### src/rtl/shdn_pkg.sv
// Package: shared constants and helpers for the shutdown controller.
// Assumes a 32-bit register bus with byte offsets.
package shdn_pkg;
    localparam int ADDR_W      = 4;
    localparam int DATA_W      = 32;
    localparam int CNT_W       = 16;
    localparam int IDX_W       = 3;

    localparam logic [ADDR_W-1:0] OFF_CTRL = 4'h0;
    localparam logic [ADDR_W-1:0] OFF_MODE = 4'h4;
    localparam logic [ADDR_W-1:0] OFF_STAT = 4'h8;
    localparam logic [ADDR_W-1:0] OFF_PINS = 4'hC;

    localparam logic [7:0] SHDN_KEY   = 8'hA5;
    localparam int KEY_LSB            = 24;
    localparam int IDX_LSB            = 24;
    localparam int CAL_EN_BIT         = 17;
    localparam int TICK_EN_BIT        = 16;
    localparam int ST_CAL_BIT         = 5;
    localparam int ST_TICK_BIT        = 4;
    localparam int ST_PIN_LSB         = 16;
    localparam int POL_LSB            = 16;

    // Map a debounce index to a hold length in clock cycles.
    function automatic logic [CNT_W-1:0] hold_cycles(input logic [IDX_W-1:0] idx);
        case (idx)
            3'd0:    return CNT_W'(0);
            3'd1:    return CNT_W'(3);
            3'd2:    return CNT_W'(32);
            3'd3:    return CNT_W'(512);
            3'd4:    return CNT_W'(4096);
            default: return CNT_W'(32768);
        endcase
    endfunction
endpackage

### src/rtl/shdn_regs.sv
// Module: register bank. Holds the mode and wake-pin setup words, decodes the
// keyed shutdown write into a one-cycle request, and flags status reads.
// Assumes single-cycle strobes and combinational reads.
module shdn_regs
    import shdn_pkg::*;
#(
    parameter int NPIN = 16
) (
    input  logic              clk,
    input  logic              rst_n,
    input  logic              wr_en,
    input  logic              rd_en,
    input  logic [ADDR_W-1:0] addr,
    input  logic [DATA_W-1:0] wdata,
    input  logic [DATA_W-1:0] stat_i,
    output logic [DATA_W-1:0] rdata,
    output logic [IDX_W-1:0]  dbc_idx,
    output logic              cal_en,
    output logic              tick_en,
    output logic [NPIN-1:0]   pin_en,
    output logic [NPIN-1:0]   pin_pol,
    output logic              shdn_req,
    output logic              stat_rd
);
    logic [DATA_W-1:0] mode_q;
    logic [DATA_W-1:0] pins_q;

    // Store mode and wake-pin setup words.
    always_ff @(posedge clk) begin
        if (!rst_n) begin
            mode_q <= '0;
            pins_q <= '0;
        end else if (wr_en) begin
            if (addr == OFF_MODE) mode_q <= wdata;
            if (addr == OFF_PINS) pins_q <= wdata;
        end
    end

    // Decode the keyed shutdown command and the status read side effect.
    always_comb begin
        shdn_req = wr_en && (addr == OFF_CTRL)
                   && (wdata[KEY_LSB +: 8] == SHDN_KEY) && wdata[0];
        stat_rd  = rd_en && (addr == OFF_STAT);
    end

    // Read multiplexer; the control word reads as zero.
    always_comb begin
        case (addr)
            OFF_MODE: rdata = mode_q;
            OFF_STAT: rdata = stat_i;
            OFF_PINS: rdata = pins_q;
            default:  rdata = '0;
        endcase
    end

    // Field extraction for the datapath.
    always_comb begin
        dbc_idx = mode_q[IDX_LSB +: IDX_W];
        cal_en  = mode_q[CAL_EN_BIT];
        tick_en = mode_q[TICK_EN_BIT];
        pin_en  = pins_q[NPIN-1:0];
        pin_pol = pins_q[POL_LSB +: NPIN];
    end
endmodule

### src/rtl/shdn_debounce.sv
// Module: per-pin debouncer with a shared hold length. A pin qualifies once
// its active level has been sampled for the full hold; any break restarts it.
// Assumes pins are already synchronous to clk.
module shdn_debounce
    import shdn_pkg::*;
#(
    parameter int NPIN = 16
) (
    input  logic             clk,
    input  logic             rst_n,
    input  logic [NPIN-1:0]  pins_i,
    input  logic [NPIN-1:0]  pin_pol,
    input  logic [IDX_W-1:0] dbc_idx,
    output logic [NPIN-1:0]  qual_o
);
    logic [CNT_W-1:0] limit;

    // Shared hold length from the selected index.
    always_comb limit = hold_cycles(dbc_idx);

    for (genvar i = 0; i < NPIN; i++) begin : g_pin
        logic             active;
        logic [CNT_W-1:0] cnt_q;

        // Active when the pin matches its configured level.
        always_comb active = (pins_i[i] == pin_pol[i]);

        // Count consecutive active samples, saturating at the hold.
        always_ff @(posedge clk) begin
            if (!rst_n || !active) cnt_q <= '0;
            else if (cnt_q < limit) cnt_q <= cnt_q + 1'b1;
        end

        // Qualified output: direct with no hold, else after a full hold.
        always_comb qual_o[i] = (limit == '0) ? active : (cnt_q >= limit);
    end
endmodule

### src/rtl/shdn_wake.sv
// Module: shutdown state and wake capture. Sets on a keyed request and clears
// on the first enabled wake, recording every source present in that cycle.
// Assumes the request and read flags are single-cycle pulses.
module shdn_wake
    import shdn_pkg::*;
#(
    parameter int NPIN = 16
) (
    input  logic              clk,
    input  logic              rst_n,
    input  logic              shdn_req,
    input  logic              stat_rd,
    input  logic [NPIN-1:0]   qual,
    input  logic [NPIN-1:0]   pin_en,
    input  logic              cal_i,
    input  logic              tick_i,
    input  logic              cal_en,
    input  logic              tick_en,
    output logic              shdn_o,
    output logic [DATA_W-1:0] stat_o
);
    logic [NPIN-1:0]   pin_hit;
    logic              cal_hit;
    logic              tick_hit;
    logic              wake;
    logic [DATA_W-1:0] cause;
    logic              shdn_q;
    logic [DATA_W-1:0] stat_q;

    // Qualify sources by their enables and by the shutdown state.
    always_comb begin
        pin_hit  = qual & pin_en;
        cal_hit  = cal_i & cal_en;
        tick_hit = tick_i & tick_en;
        wake     = shdn_q && ((|pin_hit) || cal_hit || tick_hit);
        cause    = '0;
        cause[ST_PIN_LSB +: NPIN] = pin_hit;
        cause[ST_CAL_BIT]         = cal_hit;
        cause[ST_TICK_BIT]        = tick_hit;
    end

    // Shutdown state register.
    always_ff @(posedge clk) begin
        if (!rst_n)        shdn_q <= 1'b0;
        else if (wake)     shdn_q <= 1'b0;
        else if (shdn_req) shdn_q <= 1'b1;
    end

    // Status capture on wake, clear on read.
    always_ff @(posedge clk) begin
        if (!rst_n)       stat_q <= '0;
        else if (wake)    stat_q <= cause;
        else if (stat_rd) stat_q <= '0;
    end

    assign shdn_o = shdn_q;
    assign stat_o = stat_q;
endmodule

### src/rtl/shdn_wake_ctrl.sv
// Module: top of the shutdown and wake-up controller. Joins the register bank,
// the debouncer and the wake logic. Assumes one slow clock for everything.
module shdn_wake_ctrl
    import shdn_pkg::*;
#(
    parameter int NPIN = 16
) (
    input  logic              clk,
    input  logic              rst_n,
    input  logic              wr_en,
    input  logic              rd_en,
    input  logic [ADDR_W-1:0] addr,
    input  logic [DATA_W-1:0] wdata,
    output logic [DATA_W-1:0] rdata,
    input  logic [NPIN-1:0]   pins_i,
    input  logic              cal_alarm_i,
    input  logic              tick_alarm_i,
    output logic              shdn_o
);
    logic [IDX_W-1:0]  dbc_idx;
    logic              cal_en;
    logic              tick_en;
    logic [NPIN-1:0]   pin_en;
    logic [NPIN-1:0]   pin_pol;
    logic              shdn_req;
    logic              stat_rd;
    logic [NPIN-1:0]   qual;
    logic [DATA_W-1:0] status_w;

    shdn_regs #(.NPIN(NPIN)) u_regs (
        .clk(clk), .rst_n(rst_n), .wr_en(wr_en), .rd_en(rd_en),
        .addr(addr), .wdata(wdata), .stat_i(status_w), .rdata(rdata),
        .dbc_idx(dbc_idx), .cal_en(cal_en), .tick_en(tick_en),
        .pin_en(pin_en), .pin_pol(pin_pol),
        .shdn_req(shdn_req), .stat_rd(stat_rd)
    );

    shdn_debounce #(.NPIN(NPIN)) u_dbc (
        .clk(clk), .rst_n(rst_n), .pins_i(pins_i), .pin_pol(pin_pol),
        .dbc_idx(dbc_idx), .qual_o(qual)
    );

    shdn_wake #(.NPIN(NPIN)) u_wake (
        .clk(clk), .rst_n(rst_n), .shdn_req(shdn_req), .stat_rd(stat_rd),
        .qual(qual), .pin_en(pin_en), .cal_i(cal_alarm_i),
        .tick_i(tick_alarm_i), .cal_en(cal_en), .tick_en(tick_en),
        .shdn_o(shdn_o), .stat_o(status_w)
    );
endmodule

### config.mk
export PLATFORM = sky130hd
export DESIGN_NAME = shdn_wake_ctrl
export DESIGN_NICKNAME = d
export VERILOG_FILES = /design/src/rtl/shdn_pkg.sv /design/src/rtl/shdn_regs.sv /design/src/rtl/shdn_debounce.sv /design/src/rtl/shdn_wake.sv /design/src/rtl/shdn_wake_ctrl.sv
export SDC_FILE = /design/constraint.sdc
export NUM_CORES = 1
export LEC_CHECK = 0
export ABC_AREA = 1
export CAP_MARGIN = 20
export CORE_ASPECT_RATIO = 0.9
export CORE_MARGIN = 8
export CORE_UTILIZATION = 60
export DETAILED_ROUTE_END_ITERATION = 10
export GPL_ROUTABILITY_DRIVEN = 0
export HOLD_SLACK_MARGIN = 0.05
export PLACE_DENSITY = 0.85
export SYNTH_ARGS = -nofsm -noshare
export SYNTH_HDL_FRONTEND = slang
export SYNTH_SLANG_ARGS = --single-unit
export TNS_END_PERCENT = 50
### constraint.sdc
create_clock -name clk -period 4.75 [get_ports clk]
set_input_delay 0.95 -clock clk [delete_from_list [all_inputs] [get_ports clk]]
set_output_delay 0.95 -clock clk [all_outputs]
set_load 0.02 [all_outputs]
### After elaboration in Yosys (flattened, before gate mapping)

Cells that the tools add are included.

| word-level totals | value |
|---|---|
| output and inout port bits | 33 |
| word-level logic and storage cells | 164 |
| register bits | 339 |

| cells by class | value |
|---|---|
| eq/ne operators | 24 |
| mux-type cells | 20 |
| bitwise gates (word level) | 4 |
| reductions and logical operators | 48 |
| magnitude comparators | 32 |
| $add $sub $neg | 16 |

Operators by type and width:

| operator | count |
|---|---|
| adder 16 x 1 -> 16 bit, second input constant | 16 |
| >= comparator 16 bit | 16 |
| less-than comparator 16 bit | 16 |
| case mux 32 bit (3 select lines) | 1 |
| case mux 16 bit (5 select lines) | 1 |
| two-way mux 32 bit | 2 |
| logical OR 1 bit | 18 |
| zero test 1 bit | 17 |
| AND 16 bit | 1 |
| equality test 1 bit | 16 |
| zero test 16 bit | 1 |
| two-way mux 1 bit | 16 |
| OR reduction 16 bit | 1 |
| equality test 4 bit, second input constant | 2 |
| equality test 8 bit, second input constant | 1 |
| equality test 3 x 2 -> 1 bit, second input constant | 2 |
| logical AND 1 bit | 5 |
| equality test 4 x 3 -> 1 bit, second input constant | 1 |
| zero test 4 bit | 1 |
| AND reduction 2 bit | 2 |
| equality test 3 x 1 -> 1 bit, second input constant | 1 |
| equality test 3 bit, second input constant | 1 |
| zero test 3 bit | 1 |
| AND 1 bit | 2 |
| other kinds (3) | 3 |

### Longest topological paths before layout

Gate-level depths: netlist of the first run.

| depth | value |
|---|---|
| depth after elaboration | 10 |
| gate-level depth with buffers | 19 |
| mapped depth without buffers | 19 |

### Hierarchy

From an unflattened synthesis of the first run, not the netlist that was laid out.

| second synthesis, totals | value |
|---|---|
| cell total of the unflattened synthesis | 3964 |
| area total of the unflattened synthesis | 24519.8 sq um |

Modules (own cells, without submodules):

| module | cells each | times used | area each (sq um) |
|---|---|---|---|
| shdn_debounce | 3266 | 1 | 20089.3 |
| shdn_regs | 568 | 1 | 3313.2 |
| shdn_wake | 130 | 1 | 1117.3 |

### Worst setup path before layout of the first run

No wires, ideal clock.

| timing | value |
|---|---|
| path type | register -> register |
| start | reg u_regs.mode_q[24] |
| end | reg u_dbc.g_pin[2].cnt_q[15] |
| data arrival time | 3.700 ns |
| path slack | 0.935 ns |
| cell stages (with the launch flop) | 19 |
| setup time | 0.115 ns |
| data required time | 4.635 ns |
| cell sequence | dfxtp_1 inv_1 nor3_1 inv_1 ha_1 a21oi_1 nand2_1 nand2_1 nand2_1 nand2_1 nand2_2 inv_1 nand4_1 nor2_1 nand2_1 nor3_2 nand3_1 nand2_1 nor2_1 |

| between the ends | value |
|---|---|
| longest elaborated chain between the ends | 3 |

RTL lines:

| item | line | RTL |
|---|---|---|
| from (decl) | shdn_regs.sv:25 | `logic [DATA_W-1:0] mode_q;` |
| from (signal assigned) | shdn_regs.sv:34 | `if (addr == OFF_MODE) mode_q <= wdata;` |
| equality test 3 bit (tied with other cells) | shdn_pkg.sv:26 | `case (idx)` |
| case mux 16 bit (5 select lines) * | shdn_pkg.sv:26 |  |
| less-than comparator 16 bit * | shdn_debounce.sv:31 | `else if (cnt_q < limit) cnt_q <= cnt_q + 1'b1;` |
| to (signal assigned) | shdn_debounce.sv:31 |  |
| to (decl) | shdn_debounce.sv:23 | `logic [CNT_W-1:0] cnt_q;` |

Every way passes the cells marked *; elsewhere a longest branch is shown, timed or not.
A chain may end at the register's enable or synchronous reset.

### Worst setup path in the final report of the first run

| timing | value |
|---|---|
| start | in addr[1] |
| end | out rdata[0] |

| between the ends | value |
|---|---|
| longest elaborated chain between the ends | 2 |

RTL lines:

| item | line | RTL |
|---|---|---|
| from (decl) | shdn_wake_ctrl.sv:12 | `input logic [ADDR_W-1:0] addr,` |
| equality test 4 bit / equality test 4 x 3 -> 1 bit (equally long branches) | shdn_regs.sv:48 | `case (addr)` |
| case mux 32 bit (3 select lines) * | shdn_regs.sv:48 |  |
| to (decl) | shdn_wake_ctrl.sv:14 | `output logic [DATA_W-1:0] rdata,` |

Marks and branches as above.

==> results.py, run 1 <==
metrics = {
    "status": {
        "status": "complete, no violations",
    },
    "floorplan": {
        "die_w_um": 204,
        "start_util": 0.603,
        "die_h_um": 185,
        "row_count": 62,
        "coreArea_um2": 31600,
        "die-area_um2": 37700,
        "ios": 91,
    },
    "critical_path": {
        "crit_type": "input port to output pin",
        "r2r_start": "u_regs.mode_q[26]",
        "rrSetupSlack_ns": 0.72,
        "end_kind": "output pin",
        "cp.arrival_ns": 3.52,
        "rr_endpoint": "u_dbc.g_pin[3].cnt_q[13]",
        "critPathMaxFanout": 19,
        "cp.required_ns": 3.80,
        "cp-start-kind": "input port",
        "worst-r2r-cell-count": 16,
    },
    "drt": {
        "drt-total-wl_mm": 51.0,
        "routedWlPerCell_um": 15.1,
        "ant_nets": 0,
        "num_vias": 18964,
        "routed_via_density": 5.62,
        "drt_pass1_iterations": 6,
        "drcViolationCount": 0,
        "dr.first_iter.drc_count": 1564,
    },
    "timing": {
        "rsz0062_at_grt": "false",
        "period_needed_ns": 4.47,
        "final.setup.tns_ns": 0,
        "finalHoldViolations": 0,
        "clock.fmax_mhz": 224,
        "relSlewSlack": 0.316,
        "setup_viol": 0,
        "drv_slew": 0,
        "worst_pin_slew_ns": 1.02,
        "timing.final.crit_share": 0.942,
        "timing.clock.skew_ns": 0.0217,
        "hold_slack_ns": 0.455,
    },
    "min_path": {
        "whs_endpoint": "u_dbc.g_pin[13].cnt_q[14]",
        "whs_path_depth": 1,
        "hp-start": "u_dbc.g_pin[13].cnt_q[14]",
        "hp-class": "flip-flop to flip-flop",
    },
    "logic_synthesis": {
        "synth_seq_cells": 339,
        "synth_top_area_cell": "dfxtp_1",
        "yosysWarnings": 0,
        "synth_ff_type": "dfxtp_1",
        "synth_edf_count": 0,
        "synth_top_cell_area_share": 0.357,
        "syn-num-nets": 2997,
        "synth_seq_area_share": 0.357,
        "synthTopCellsByArea": "dfxtp_1, nand2_1, inv_1",
        "synthArstFlopShare": 0,
        "synth.distinct_cells": 44,
        "syn_area_um2": 19000,
        "synth_area_per_cell_um2": 6.73,
        "synthCells": 2827,
    },
    "power": {
        "power_frac_comb": 0.074,
        "clockPowerShare": 0.462,
        "power.switching_mw": 1.49,
        "powerDensity_nw_per_um2": 288,
        "internal_power_mw": 4.73,
        "pwr-share-seq": 0.464,
        "ir_drop_v": 0.000266,
        "leakagePower_nw": 8.71,
        "switching_share": 0.240,
    },
    "cells_and_area": {
        "drive_above_1_share": 0.0514,
        "nNetsFinal": 3101,
        "area_delta_synth_final_pct": 13.5,
    },
    "clocking": {
        "hold_buffers": 0,
        "cts_made_buffers": 36,
        "clockRootBuffer": "clkbuf_16",
        "post_cts_buffers": 0,
        "cts_tree": "built",
        "cts_sinks": 339,
        "post_cts_resized": 0,
        "clk_pin_slew_ns": 0.06,
        "cts_buffer_depth": 3,
        "insertion_delay_ns": 0.54,
        "htreeDepth": 2,
    },
    "global_routing": {
        "grt-ovfl-total": 0,
        "grt_max_degree": 67,
        "track_usage": 0.263,
        "antenna_found_initial": 1,
        "grt_pass1_wl_mm": 82.9,
        "grt_pass1_vias": 17651,
    },
    "placed_design": {
        "place_hpwl_mm": 36.9,
        "port_buffers": 90,
    },
    "job": {
        "maxCapViolCount": 0,
    },
}
[synth_stat cells, types with 20 or more instances]
cell type,count
xor2_1,38
o21ai_0,235
nor2_1,319
nor3_1,88
nand3b_1,20
dfxtp_1,339
nand3_1,156
ha_1,112
nand4_1,28
nand2_1,577
nor3b_1,30
clkbuf_1,33
inv_1,437
a21oi_1,257
[registers in the layout, summed over array words and instances, names as in the netlist]
| signal | flops |
|---|---|
| u_regs.mode_q | 32 |
| u_regs.pins_q | 32 |
| u_dbc.g_pin.cnt_q | 256 |
| u_wake.stat_o | 18 |
| u_wake.shdn_o | 1 |
[layer usage]
layer / track usage / vias up / share of wire
met4: 0.135 / 0 / 0.048
li1: - / 9416 / -
met2: 0.443 / 688 / 0.46
met3: 0.0404 / 175 / 0.066
met5: 0 / - / 0
met1: 0.324 / 8685 / 0.43
[stage by stage]
step | cells | util | area (µm²) | power, mW | setup WS (ns)
floorplan | 2827 | - | 19000 | 3.24 | 0.935
global placement | 3309 | 0.647 | 20400 | 3.38 | 0.340
detailed placement | 3309 | 0.647 | 20400 | 3.40 | 0.277
CTS | 3371 | 0.684 | 21600 | 6.25 | 0.276
global route | 3372 | 0.684 | 21600 | 6.43 | 0.0767
finish | 3372 | 0.684 | 21600 | 6.22 | 0.276
[kinds of logic after synthesis]
kind of cell               share of synthesized area
AOI/OAI and AO/OA                              0.151
buffers and inverters                         0.0982
and+or+nand+nor                                0.303
adders and majority gates                     0.0736
xor gates and xnor gates                      0.0179
DFF                                            0.357
[cell type report]
cell class	instances	area, µm²
sequential	339	6790
multi-input combinational	1997	10400
timing repair buffer	108	1030
clock inverter	13	176
antenna	1	2.50
tap	416	520
fill	2590	9970
clock buffer	49	1010
inverter	449	1690
[how the worst max path moves through the flow]
stage	endpoint	from	cells past startpoint
6_report	rdata[0]	addr[1]	7
5_1_grt	rdata[21]	addr[1]	8
4_1_cts	rdata[25]	addr[1]	7
3_5_place_dp	rdata[25]	addr[1]	7
3_3_place_gp	rdata[24]	addr[1]	7
2_1_floorplan	u_dbc.g_pin[2].cnt_q[15]	u_regs.mode_q[24]	18
[cells in the final DEF (no fill, tap or decap), drive strengths merged, types with 2 or more instances in the layout]
cell,Yosys,routed
nand2,590,590
inv,447,449
dfxtp,339,339
nor2,338,338
a21oi,259,259
o21ai,237,237
nand3,163,163
ha,112,112
nor3,104,104
clkdlybuf4s50,0,89
clkbuf,33,49
xor2,38,38
nor3b,30,30
nand4,28,28
nand3b,20,20
buf,9,19
nor4,17,17
o211ai,16,16
clkinv,2,9
o21a,8,8
or2,8,8
a211oi,5,5
a31oi,5,5
o21bai,5,5
bufinv,0,4
and3,3,3
a21o,3,3
o221ai,2,2
o21ba,2,2
[power groups by stage]
| stage | Clock [mW] | Combinational [mW] | Sequential (mW) |
|---|---|---|---|
| 3_5_place_dp | 0 | 0.448 | 2.95 |
| 6_report | 2.88 | 0.458 | 2.89 |
| 5_1_grt | 3.03 | 0.514 | 2.89 |
| 2_1_floorplan | 0 | 0.294 | 2.94 |
| 3_3_place_gp | 0 | 0.432 | 2.95 |
| 4_1_cts | 2.91 | 0.452 | 2.89 |
[worst max-delay path, stage by stage]
cell	delay (ns)
clkdlybuf4s50_1	0.40
nor2_1	0.14
inv_1	0.10
nor3_1	0.23
inv_1	0.45
o22ai_1	0.53
clkdlybuf4s50_1	0.69
Note: power is estimated with default switching activity, not from simulation.
==> run 2: changes to the inputs <==
- CTS_BUF_LIST: default -> sky130_fd_sc_hd__clkbuf_8
- DONT_BUFFER_PORTS: default -> 1
- PLACE_DENSITY: 0.85 -> 0.82
==> run 2 against run 1 <==
Effect of this change:
- register-to-register slack improved by 0.28 ns
- die area is the same
- flip-flop and latch count did not move
- non-clock buffer count down 83
- clock power shrank 13%
- final cell count shrank 1.4%
==> results.py, run 2 (synthesis results as in run 1) <==
metrics = {
    "status": {
        "status": "complete, no violations",
    },
    "critical_path": {
        "cp-start-kind": "input port",
        "cp.arrival_ns": 2.88,
        "crit_type": "input port to output pin",
        "critPathMaxFanout": 17,
        "cp.required_ns": 3.80,
        "end_kind": "output pin",
    },
    "timing": {
        "final.setup.tns_ns": 0,
        "rsz0062_at_grt": "false",
        "clock.fmax_mhz": 261,
        "relSlewSlack": 0.231,
        "timing.final.crit_share": 0.806,
        "setup_viol": 0,
        "timing.clock.skew_ns": 0.0163,
        "worst_pin_slew_ns": 1.15,
        "finalHoldViolations": 0,
        "drv_slew": 0,
        "period_needed_ns": 3.83,
    },
    "clocking": {
        "cts_made_buffers": 56,
        "insertion_delay_ns": 0.62,
        "post_cts_resized": 0,
        "cts_buffer_depth": 3,
        "cts_tree": "built",
        "clk_pin_slew_ns": 0.06,
        "post_cts_buffers": 0,
        "htreeDepth": 2,
        "clockRootBuffer": "clkbuf_8",
        "hold_buffers": 0,
        "cts_sinks": 339,
    },
    "floorplan": {
        "start_util": 0.603,
        "die-area_um2": 37700,
        "row_count": 62,
        "die_h_um": 185,
        "ios": 91,
        "coreArea_um2": 31600,
        "die_w_um": 204,
    },
    "global_routing": {
        "grt-ovfl-total": 0,
        "grt_pass1_wl_mm": 80.9,
        "grt_max_degree": 68,
        "antenna_found_initial": 1,
        "track_usage": 0.257,
        "grt_pass1_vias": 17297,
    },
    "cells_and_area": {
        "antenna_cells": 0,
        "final_cell_mix": "nand2_1, inv_1, dfxtp_1, nor2_1, a21oi_1",
        "top_register": "u_dbc.g_pin.cnt_q",
        "largest_register_ffs": 256,
        "drive_above_1_share": 0.0629,
        "reg.largest.list": "u_dbc.g_pin.cnt_q x256, u_regs.mode_q x32, u_regs.pins_q x32",
        "design_area_um2": 20700,
        "area_delta_synth_final_pct": 8.57,
        "layout_commonest_cell": "nand2_1",
        "num-fill-cells": 2723,
        "nNetsFinal": 3038,
    },
    "drt": {
        "routed_via_density": 5.55,
        "routedWlPerCell_um": 14.9,
        "drt_pass1_iterations": 6,
        "drt-total-wl_mm": 49.7,
        "drcViolationCount": 0,
        "num_vias": 18445,
        "ant_nets": 0,
        "dr.first_iter.drc_count": 1502,
    },
    "power": {
        "powerDensity_nw_per_um2": 280,
        "ir_drop_v": 0.000245,
        "leakagePower_nw": 8.47,
    },
    "min_path": {
        "hp-class": "flip-flop to flip-flop",
    },
    "placed_design": {
        "place_hpwl_mm": 35.8,
        "dpl_cell_area_um2": 19600,
        "port_buffers": 0,
    },
    "job": {
        "maxCapViolCount": 0,
    },
}
==> run 2: through the flow <==
stage | instances | setup slack (ns) | util | hold WS [ns] | power (mW)
4_1_cts | 3325 | 0.962 | 0.654 | 0.449 | 5.81
3_3_place_gp | 3226 | 1.06 | 0.620 | 0.440 | 3.31
2_1_floorplan | 2827 | 0.935 | - | 0.422 | 3.24
5_1_grt | 3325 | 0.694 | 0.654 | 0.443 | 6.01
3_5_place_dp | 3226 | 0.971 | 0.620 | 0.445 | 3.33
6_report | 3325 | 0.922 | 0.654 | 0.457 | 5.78
==> run 2: critical path, cell delays in order <==
cell	delay, ns
nor2_1	0.12
inv_1	0.10
nor3_1	0.29
inv_1	0.42
buf_4	0.35
o221ai_1	0.64
==> run 2: final timing paths <==
check	startpoint	cells after the start	end	slack, ns
hold reg to reg	u_dbc.g_pin[13].cnt_q[14]	1	u_dbc.g_pin[13].cnt_q[14]	0.46
setup / recovery	addr[1]	6	rdata[26]	0.92
hold / removal	u_dbc.g_pin[13].cnt_q[14]	1	u_dbc.g_pin[13].cnt_q[14]	0.46
setup reg to reg	u_regs.mode_q[26]	17	u_wake.stat_o[24]	1.00
==> run 2: metal layers <==
layer  vias to the layer above  wire length (µm)  track usage
met2                       634             22900        0.434
met1                      8380             20900        0.311
li1                       9278                 -            -
met4                         2              2100        0.116
met5                         -                11            0
met3                       151              3770       0.0535
==> run 2: where the power goes <==
group          leakage, nW  internal [mW]  switching (mW)
registers             2.73           2.87          0.0201
logic                 5.09          0.111           0.278
clock network        0.642           1.32            1.18
==> run 2: layout make-up <==
class	instances	area, µm²	share of cell area
inverter	449	1690	0.0816
clock inverter	29	126	0.00612
sequential	339	6790	0.328
clock buffer	70	963	0.0466
tap	416	520	0.0252
timing repair buffer	25	188	0.00908
multi-input combinational	1997	10400	0.503
==> run 3: changes to the inputs <==
- PLACE_DENSITY: 0.82 -> 0.85
- clock period: 4.75 -> 3.5 ns (I/O delays scaled with it)
==> run 3 against run 2 <==
Effect of this change:
- global-route usage up 0.84 points
- clock-buffer cell count unchanged
- non-clock buffer count up 44
- final cell count up 1.4%
- clock skew up 0.0082 ns
- utilization up 1.7 points
==> results.py, run 3 (synthesis results as in run 1) <==
metrics = {
    "clocking": {
        "clk_pin_slew_ns": 0.07,
        "hold_buffers": 0,
        "clockRootBuffer": "clkbuf_8",
        "cts_sinks": 339,
        "htreeDepth": 2,
        "cts_made_buffers": 56,
        "cts_buffer_depth": 3,
        "insertion_delay_ns": 0.63,
        "cts_tree": "built",
    },
    "cells_and_area": {
        "top_register": "u_dbc.g_pin.cnt_q",
        "largest_register_ffs": 256,
        "final_cell_mix": "nand2_1, inv_1, dfxtp_1, nor2_1, a21oi_1",
        "layout.cells.non_filler": 3370,
        "antenna_cells": 0,
        "layout_commonest_cell": "nand2_1",
        "drive_above_1_share": 0.0789,
        "reg.largest.list": "u_dbc.g_pin.cnt_q x256, u_regs.mode_q x32, u_regs.pins_q x32",
        "area_delta_synth_final_pct": 11.3,
        "post-route-util": 0.671,
        "nNetsFinal": 3082,
        "design_area_um2": 21200,
    },
    "placed_design": {
        "place_hpwl_mm": 37.5,
        "dp_cells": 3265,
        "dpl_cell_area_um2": 19900,
        "port_buffers": 0,
        "dp_slack_ns": 0.109,
    },
    "timing": {
        "setup_viol": 0,
        "relSlewSlack": 0.245,
        "final.setup.worst_slack_ns": 0.250,
        "clock.fmax_mhz": 308,
        "timing.clock.skew_ns": 0.0246,
        "hold_slack_ns": 0.215,
        "period_needed_ns": 3.25,
        "drv_slew": 0,
        "worst_pin_slew_ns": 1.13,
        "timing.final.crit_share": 0.928,
        "finalHoldViolations": 0,
    },
    "floorplan": {
        "coreArea_um2": 31600,
        "die_h_um": 185,
        "start_util": 0.603,
        "die_w_um": 204,
        "row_count": 62,
        "ios": 91,
        "die-area_um2": 37700,
    },
    "critical_path": {
        "crit_family": "simple AND/OR/NAND/NOR gates",
        "end_kind": "flip-flop",
        "cp_slowest_stage_delay_ns": 0.41,
        "cp.required_ns": 4.00,
        "critical_path_buf_inv_count": 4,
        "cpMostUsedCell": "nand2_1",
        "crit_type": "flip-flop to flip-flop",
        "critical_path.cell_chain": "inv_1 -> nor3_4 -> clkinvlp_4 -> buf_4 -> ha_1 -> nand2_1 -> nand3b_1 -> nand2_1 -> nand2_1 -> nand2_1 -> nand2_1 -> inv_1 -> nand2_1 -> nor2_2 -> nand2_1 -> nor3_2 -> nand3b_1 -> o21ai_0 -> a21oi_1",
        "cp.arrival_ns": 3.75,
        "cp-start-kind": "flip-flop",
        "critPathMaxFanout": 7,
        "crit_path_top_delay_cell": "dfxtp_1",
    },
    "global_routing": {
        "track_usage": 0.265,
        "grt_pass1_wl_mm": 83.7,
        "antenna_found_initial": 0,
        "grt_pass1_vias": 17827,
        "grt_max_degree": 68,
        "grt-ovfl-total": 0,
    },
    "power": {
        "ir_drop_v": 0.000355,
        "leakagePower_nw": 8.75,
        "powerDensity_nw_per_um2": 394,
    },
    "drt": {
        "ant_nets": 0,
        "drt_pass1_iterations": 7,
        "num_vias": 18987,
        "routed_via_density": 5.63,
        "routedWlPerCell_um": 15.3,
        "dr.first_iter.drc_count": 1663,
        "drcViolationCount": 0,
        "drt-total-wl_mm": 51.5,
    },
    "job": {
        "maxCapViolCount": 0,
    },
    "min_path": {
        "hp-class": "input port to flip-flop",
    },
    "status": {
        "status": "complete, no violations",
    },
}
run 3: cell type report:
class,count,area [µm²]
multi-input combinational,1997,10400
fill,2644,10400
sequential,339,6790
inverter,449,1690
clock buffer,70,963
timing repair buffer,69,543
tap,416,520
clock inverter,30,285
run 3: worst paths after layout:
| kind | start | end | slack, ns | depth (start not counted) |
|---|---|---|---|---|
| setup reg to reg | u_regs.mode_q[24] | u_dbc.g_pin[7].cnt_q[13] | 0.25 | 19 |
| hold / removal | rst_n | u_regs.mode_q[3] | 0.21 | 2 |
| setup / recovery | u_regs.mode_q[24] | u_dbc.g_pin[7].cnt_q[13] | 0.25 | 19 |
| hold reg to reg | u_dbc.g_pin[13].cnt_q[14] | u_dbc.g_pin[13].cnt_q[14] | 0.46 | 1 |
run 3: stage by stage:
stage	power (mW)	TNS [ns]
6_report	8.35	0
5_1_grt	8.65	-0.0206
4_1_cts	8.38	0
3_5_place_dp	4.53	0
3_3_place_gp	4.51	0
2_1_floorplan	4.39	0
run 3: repair_timing:
action,4_1_cts,5_1_grt
setup buffers,0,5
resized for setup,0,1
setup endpoints to repair,0,62
run 3: power by group:
| part | internal (mW) | switching (mW) | leakage (nW) |
|---|---|---|---|
| clock | 2.24 | 1.65 | 0.697 |
| sequential | 3.89 | 0.0269 | 2.73 |
| combinational | 0.167 | 0.381 | 5.32 |
run 3: layer usage:
| metal | GRT usage | vias up | wire length [µm] |
|---|---|---|---|
| met5 | 0 | - | 0 |
| met3 | 0.0633 | 183 | 4630 |
| met2 | 0.443 | 793 | 23400 |
| li1 | - | 9360 | - |
| met4 | 0.148 | 0 | 2680 |
| met1 | 0.310 | 8651 | 20800 |
